--- src/rtl/thermo_enc_pkg.sv ---
package thermo_enc_pkg;
  localparam int DEF_CMP_COUNT = 255;
  localparam int DEF_SLICE_W   = 16;

  typedef struct packed {
    logic capture;
    logic clear;
  } enc_strobes_t;
endpackage

--- src/rtl/slice_locator.sv ---
module slice_locator #(
  parameter int W  = 16,
  parameter int IW = $clog2(W)
) (
  input  logic [W-1:0]  coldBus,
  output logic [IW-1:0] pos,
  output logic          allHigh
);
  // OR together the indices of every low bit; with a single 0 this is its index.
  always_comb begin
    pos = '0;
    for (int k = 0; k < W; k++) begin
      if (!coldBus[k]) pos = pos | IW'(k);
    end
    allHigh = &coldBus;
  end
endmodule

--- src/rtl/enc_datapath.sv ---
module enc_datapath
  import thermo_enc_pkg::*;
#(
  parameter int CMP_COUNT = DEF_CMP_COUNT,
  parameter int SLICE_W   = DEF_SLICE_W,
  localparam int POS_N    = CMP_COUNT + 1,
  localparam int IDX_W    = $clog2(SLICE_W),
  localparam int GROUPS   = POS_N / SLICE_W,
  localparam int CODE_W   = $clog2(POS_N)
) (
  input  logic                 clk,
  input  logic                 rst,
  input  enc_strobes_t         strobes,
  input  logic [CMP_COUNT-1:0] cmpIn,
  output logic [CODE_W-1:0]    codeQ
);
  logic [POS_N:0]          extBits;
  logic [POS_N-1:0]        oneCold;
  logic [SLICE_W-1:0]      groupAct;
  logic [IDX_W-1:0]        slicePos [GROUPS];
  logic [IDX_W-1:0]        lowNib;
  logic [IDX_W-1:0]        highNib;
  logic                    unusedAll;
  logic [CODE_W-1:0]       codeNext;

  // Fixed 1 above the top comparator, fixed 0 below the bottom one.
  assign extBits = {1'b1, cmpIn, 1'b0};

  genvar j;
  generate
    for (j = 0; j < POS_N; j++) begin : g_marker
      assign oneCold[j] = ~(extBits[j+1] & ~extBits[j]);
    end
  endgenerate

  genvar g;
  generate
    for (g = 0; g < GROUPS; g++) begin : g_slice
      slice_locator #(.W(SLICE_W), .IW(IDX_W)) u_loc (
        .coldBus (oneCold[g*SLICE_W +: SLICE_W]),
        .pos     (slicePos[g]),
        .allHigh (groupAct[g])
      );
    end
    for (g = GROUPS; g < SLICE_W; g++) begin : g_pad
      assign groupAct[g] = 1'b1;
    end
  endgenerate

  always_comb begin
    lowNib = '0;
    for (int k = 0; k < GROUPS; k++) lowNib = lowNib | slicePos[k];
  end

  slice_locator #(.W(SLICE_W), .IW(IDX_W)) u_group_loc (
    .coldBus (groupAct),
    .pos     (highNib),
    .allHigh (unusedAll)
  );

  assign codeNext = CODE_W'({highNib, lowNib});

  always_ff @(posedge clk) begin
    if (strobes.clear)        codeQ <= '0;
    else if (strobes.capture) codeQ <= codeNext;
  end

  // a valid thermometer yields exactly one marker.
  a_r2_single_marker: assert property (@(posedge clk) disable iff (rst)
    strobes.capture |-> ($countones(~oneCold) == 1));

  // exactly one slice reports the marker.
  a_r3_one_group: assert property (@(posedge clk) disable iff (rst)
    strobes.capture |-> ($countones(~groupAct) == 1));

  // without a capture, the register keeps its value.
  a_r5_hold: assert property (@(posedge clk) disable iff (rst)
    !strobes.capture |=> $stable(codeQ));

  logic unusedSink;
  assign unusedSink = unusedAll;
endmodule

--- src/rtl/enc_control.sv ---
module enc_control
  import thermo_enc_pkg::*;
(
  input  logic         clk,
  input  logic         rst,
  input  logic         sampleStrobe,
  output enc_strobes_t strobes,
  output logic         validOut
);
  assign strobes.clear   = rst;
  assign strobes.capture = sampleStrobe & ~rst;

  always_ff @(posedge clk) begin
    if (rst) validOut <= 1'b0;
    else     validOut <= sampleStrobe;
  end

  // each capture is flagged in the next cycle.
  a_r6_flag_follows: assert property (@(posedge clk) disable iff (rst)
    sampleStrobe |=> validOut);

  // the flag has no other cause.
  a_r6_flag_cause: assert property (@(posedge clk) disable iff (rst)
    validOut |-> $past(sampleStrobe));
endmodule

--- src/rtl/thermo_flash_encoder.sv ---
module thermo_flash_encoder
  import thermo_enc_pkg::*;
#(
  parameter int CMP_COUNT = DEF_CMP_COUNT,
  parameter int SLICE_W   = DEF_SLICE_W,
  localparam int CODE_W   = $clog2(CMP_COUNT + 1)
) (
  input  logic                 clk,
  input  logic                 rst,
  input  logic                 sampleStrobe,
  input  logic [CMP_COUNT-1:0] cmpBits,
  output logic [CODE_W-1:0]    codeOut,
  output logic                 validOut
);
  enc_strobes_t strobes;

  enc_control u_ctrl (
    .clk          (clk),
    .rst          (rst),
    .sampleStrobe (sampleStrobe),
    .strobes      (strobes),
    .validOut     (validOut)
  );

  enc_datapath #(.CMP_COUNT(CMP_COUNT), .SLICE_W(SLICE_W)) u_dp (
    .clk     (clk),
    .rst     (rst),
    .strobes (strobes),
    .cmpIn   (cmpBits),
    .codeQ   (codeOut)
  );
endmodule

--- config.mk ---
export PLATFORM = sky130hd
export DESIGN_NAME = thermo_flash_encoder
export DESIGN_NICKNAME = d
export VERILOG_FILES = /design/src/rtl/thermo_enc_pkg.sv /design/src/rtl/slice_locator.sv /design/src/rtl/enc_datapath.sv /design/src/rtl/enc_control.sv /design/src/rtl/thermo_flash_encoder.sv
export SDC_FILE = /design/constraint.sdc
export NUM_CORES = 1
export LEC_CHECK = 0
export BUFFER_PORTS_ARGS = -buffer_cell sky130_fd_sc_hd__buf_2
export CAP_MARGIN = 10
export CORE_MARGIN = 2
export CORE_UTILIZATION = 27
export CTS_CLUSTER_DIAMETER = 50
export DETAILED_ROUTE_END_ITERATION = 12
export GPL_ROUTABILITY_DRIVEN = 1
export PLACE_DENSITY_LB_ADDON = 0.1
export RECOVER_POWER = 50
export SLEW_MARGIN = 25
export SYNTH_ARGS = -nofsm -noshare
export SYNTH_HDL_FRONTEND = slang
export SYNTH_SLANG_ARGS = --single-unit
--- constraint.sdc ---
create_clock -name clk -period 2.5 [get_ports clk]
set_clock_uncertainty 0.05 [all_clocks]
set_input_delay 0.25 -clock clk [delete_from_list [all_inputs] [get_ports clk]]
set_output_delay 0.25 -clock clk [all_outputs]
set_load 0.02 [all_outputs]
Word-level counts from Yosys, hierarchy flattened
Cells that the tools add are included.

storage, ports and cells
  flip-flop bits (word level) = 9
  input bits = 258
  output and inout port bits = 9
  word-level logic and storage cells = 1036

cells by class
  mux-type cells = 255
  bitwise logic cells = 764
  reductions and logical operators = 15

operators by type and width
  kind               number
  $mux 4             136
  $not 1->1          494
  $and 1x1->1        255
  $reduce_and 16->1  15
  $mux 3             68
  $mux 2             34
  $or 4x4->4         15
  $mux 1             17

Depth between registers and ports, before layout
  depth in word-level cells = 32
  gate-level depth with buffers = 7
  gate-level depth less buffers = 6

Hierarchy
Synthesis repeated with hierarchy kept, for this count alone.

second synthesis, totals
  cells, all modules = 530
  area total of the unflattened synthesis = 3621.0 um^2

by module, submodules not included
  module         times used  cells each  area each (um^2)  sequential area each (um^2)
  enc_datapath   1           305         2070.7            160.2
  slice_locator  17          13          88.8              0.0
  enc_control    1           4           40.0              20.0

Least setup slack after synthesis
OpenSTA, ideal clock, no wires.

  path kind = input port to flip-flop
  start point = in cmpBits[45]
  end point = reg u_dp.codeQ[1]
  library setup time = 0.123 ns
  arrival time = 1.669 ns
  required time = 2.327 ns
  setup slack = 0.659 ns
  stages = 6
  buffers on the path = 0
  path through = nand2b_2 -> o21ai_2 -> or4_1 -> or4_1 -> nor4_1 -> nor3_1

on the way
  word-level cells in the longest chain between the ends = 18

ends and longest elaborated chain
  element                    line                        source
  start: declaration         thermo_flash_encoder.sv:11  input logic [CMP_COUNT-1:0] cmpBits,
  $not 1->1                  enc_datapath.sv:32          assign oneCold[j] = ~(extBits[j+1] & ~extBits[j]);
  $and 1x1->1                enc_datapath.sv:32
  $mux 4 (2 in series)       slice_locator.sv:13         if (!coldBus[k]) pos = pos | IW'(k);
  $or 4x4->4 (14 in series)  enc_datapath.sv:52          for (int k = 0; k < GROUPS; k++) lowNib = lowNib | slicePos[k];
  end signal: assignment     enc_datapath.sv:65          else if (strobes.capture) codeQ <= codeNext;
  end: declaration           enc_datapath.sv:15          output logic [CODE_W-1:0] codeQ

Every way passes these cells.
A chain may end at the register's enable or synchronous reset.

Final worst setup path
  start point = in cmpBits[131]
  end point = reg u_dp.codeQ[1]

on the way
  word-level cells in the longest chain between the ends = 22

ends and longest elaborated chain
  element                   line
  $and 1x1->1               enc_datapath.sv:32
  $mux 2                    slice_locator.sv:13
  $mux 3 (4 in series)      slice_locator.sv:13
  $mux 4 (8 in series)      slice_locator.sv:13
  $or 4x4->4 (8 in series)  enc_datapath.sv:52

Every way passes these cells.

==> impl_results.md <==
- HPWL Detailed: 21.3 mm
- Critical-path cell list: buf_2 -> o21ai_0 -> or4b_1 -> or4_1 -> nor4_1 -> nor3_1
- Reg2reg end: u_dp.codeQ[2]
- Min-delay worst type: input pin to register
- Clock share of power: 23.1%
- Final setup violation count: 0
- Layout cells sized above 1: 33.5%
- Vias: 5,525
- Initial antenna violation count: 0
- CP Capture Type: register
- Die area: 13,300 um^2
- Final instance area: 5040 um^2
- Worst-Margin Slew: 0.670 ns
- Number of synthesized flops with an enable pin: 0
- PnR worst setup slack: 0.330 ns
- WP buf/inv: 1
- Row count: 40
- RSZ-0062 raised after global routing: false
- Largest net degree at the start of global routing: 10
- Fmax: 461 MHz
- DR iter-0 viols: 560
- Die width: 115 um
- Final Hold Viols: 0
- Number of remaining DRC errors: 0
- Most used DFF post-synth: dfxtp_1
- IO Port Bufs: 266
- Placed cell area: 4970 um^2
- Synth top area cells: nand2b_1 (20%), o2111ai_1 (8.7%), inv_1 (8.3%), nor2b_1 (5.8%), dfxtp_1 (5.4%)
- Non-Filler Instances: 1,000
- Async SR Flop Fraction: 0%
- Synth top area share: 20.2%
- TritonCTS clock tree: done
- Share of power burned in registers: 12.8%
- Dpl ws: 0.170 ns
- Clock Latency Late Sink: 0.23 ns
- Wirelength, routed: 22.9 mm
- Final count of pins violating max slew: 0
- Post-synthesis sequential area ratio: 5.40%
- Hold Path End: u_ctrl.validOut
- Library cells used by synthesis: 49
- Synth Instances: 550
- Root Buffer: clkbuf_16
- Mapped Nets: 808
- Chip height: 115 um
- Core area: 12,100 um^2
- Routability Congestion: 1.03
- Sw frac: 44.1%
- Antenna Nets Post-Route: 0
- CP peak stage delay: 0.59 ns
- Vias in the first global route: 5,475
- CP Data Required Time: 2.56 ns
- Max VDD drop: 0.176 mV
- P_leak: 2.43 nW
- Average routed wire per standard cell: 22.9 um
- CP Launch Type: input pin
- Internal: 0.699 mW
- CTS Buffer Depth: 2
- Slowest CP cell: or4_1
- Vias per inst: 5.53
- FF-to-FF path depth: 2
- Area delta synth->final: 51.0%
- Postcts setup bufs: 0
- Setup_tns: 0 ns
- # H-tree levels: 1
- Hold path depth: 2
- Worst Path Max Fanout: 3
- Net Sw Power: 0.552 mW
- CTS Hold Bufs: 0
- CP delay by family, top: simple AND/OR/NAND/NOR gates
- TritonCTS buffer count: 3
- Yosys warnings: 0
- Post_cts resized: 0
- Initial Util: 27.7%
- Antenna fix cells: 0
- Maximum capacitance violations: 0
- Tcrit/Tclk final: 86.8%
- 1st-pass router iterations: 7
- Mapped cell area: 3340 um^2
- Hold_sp: sampleStrobe
- Worst EP arrival: 2.23 ns
- Gate power share: 64.0%
- Power Dens Cells: 248 nW/um^2
- Yosys top cell by area: nand2b_1
- Seq cells post-synth: 9
- Nets@finish: 1,091
- Status: completed
- Reg clk slew, reported paths: 0.04 ns
- Rel. slew slack: 55.0%
- Sink Count: 9
- Total track usage: 33.6%
- Period minus WS final: 2.17 ns
- First-pass GRT wire length: 32.3 mm
- Syn_area_per_cell: 6.07 um^2
- IO Count: 267
- RR Startpoint: u_dp.codeQ[2]
- # placed instances: 996
- R2R setup slack: 1.73 ns
- Setup CP Type: input pin to register
- Grt total ovfl: 0
## cell type report
type | count | area, um^2
Timing Repair Buffer | 279 | 1420
Tap cell | 168 | 210
Fill cell | 1363 | 7020
Inverter | 74 | 278
Sequential cell | 9 | 180
Clock buffer | 4 | 78.8
Multi-Input combinational cell | 466 | 2880
## placed cells by master (no fill, tap or decap), types with 3 or more instances in the layout
cell       instances
and2_1             6
o21ai_0           36
nor2_1            39
nand2_1           24
inv_1             74
nor3_1            15
o22ai_1            6
nand4b_1           4
o2111ai_1         33
buf_4             13
a2111oi_0          5
and4_1             4
o21bai_1           6
nor4_1            22
or4_1              5
o21a_1             3
nand4_1           25
nand3_1           18
nor4b_1            6
or2b_1             3
o2bb2ai_1          3
clkbuf_1          10
a21oi_1           23
buf_2            257
nor2b_1           31
o32ai_1            3
dfxtp_1            9
clkbuf_16          3
a31oi_1            8
nand2b_1         108
## how the worst max path moves through the flow
stage / slack [ns] / from / cells after the start / endpoint
global route: 0.24 / rst / 9 / u_dp.codeQ[1]
CTS: 0.40 / cmpBits[131] / 6 / u_dp.codeQ[1]
finish: 0.33 / cmpBits[131] / 6 / u_dp.codeQ[1]
global placement: 0.17 / cmpBits[183] / 8 / u_dp.codeQ[7]
floorplan: 0.66 / cmpBits[45] / 6 / u_dp.codeQ[1]
detailed placement: 0.17 / cmpBits[131] / 6 / u_dp.codeQ[1]
## per-layer routing
| metal | GRT usage (%) | routed length [um] | up-vias |
|---|---|---|---|
| li1 | - | - | 2603 |
| met1 | 41.8 | 9310 | 2536 |
| met2 | 58.8 | 10700 | 338 |
| met3 | 5.64 | 1950 | 48 |
| met4 | 11.2 | 926 | 0 |
| met5 | 0 | 0 | - |
## registers in the layout, summed over array words and instances (netlist names)
name             count
u_dp.codeQ           8
u_ctrl.validOut      1
## synth_stat cells, drive strengths merged (3+ instances only)
library cell	instances
nor3	15
nor2b	31
and4	4
o21ai	37
a21oi	23
nor4	22
or2b	3
o21bai	6
nand2b	109
nor4b	6
nand2	24
and2	6
dfxtp	9
o2bb2ai	3
nand4	25
o21a	3
a31oi	8
inv	74
a2111oi	5
nand4b	4
nand3	18
o2111ai	33
o22ai	6
nor2	40
o32ai	3
or4	5
## per-stage QoR
| stage | hold WS [ns] | utilization [%] | power (mW) |
|---|---|---|---|
| after floorplan | 0.272 | - | 0.476 |
| after global placement | 0.438 | 41.2 | 0.950 |
| after detailed placement | 0.438 | 41.2 | 0.947 |
| after CTS | 0.256 | 41.9 | 1.24 |
| after global routing | 0.266 | 41.8 | 1.32 |
| final | 0.258 | 41.8 | 1.25 |
## power groups by stage
stage	combinational (mW)	sequential [mW]	clock (mW)
6_report	0.801	0.161	0.289
5_1_grt	0.857	0.162	0.298
4_1_cts	0.788	0.160	0.287
3_5_place_dp	0.785	0.163	0
3_3_place_gp	0.788	0.162	0
2_1_floorplan	0.302	0.174	0
## cells by family after synthesis
logic type / count (synthesis) / synth area share, %
flip-flops: 9 / 5.40
buffers and inverters: 75 / 8.47
AO/OA/AOI/OAI: 142 / 29.2
multiplexers: 1 / 0.300
AND/OR/NAND/NOR: 323 / 56.6
No activity file was read; power rests on OpenSTA's default activity.
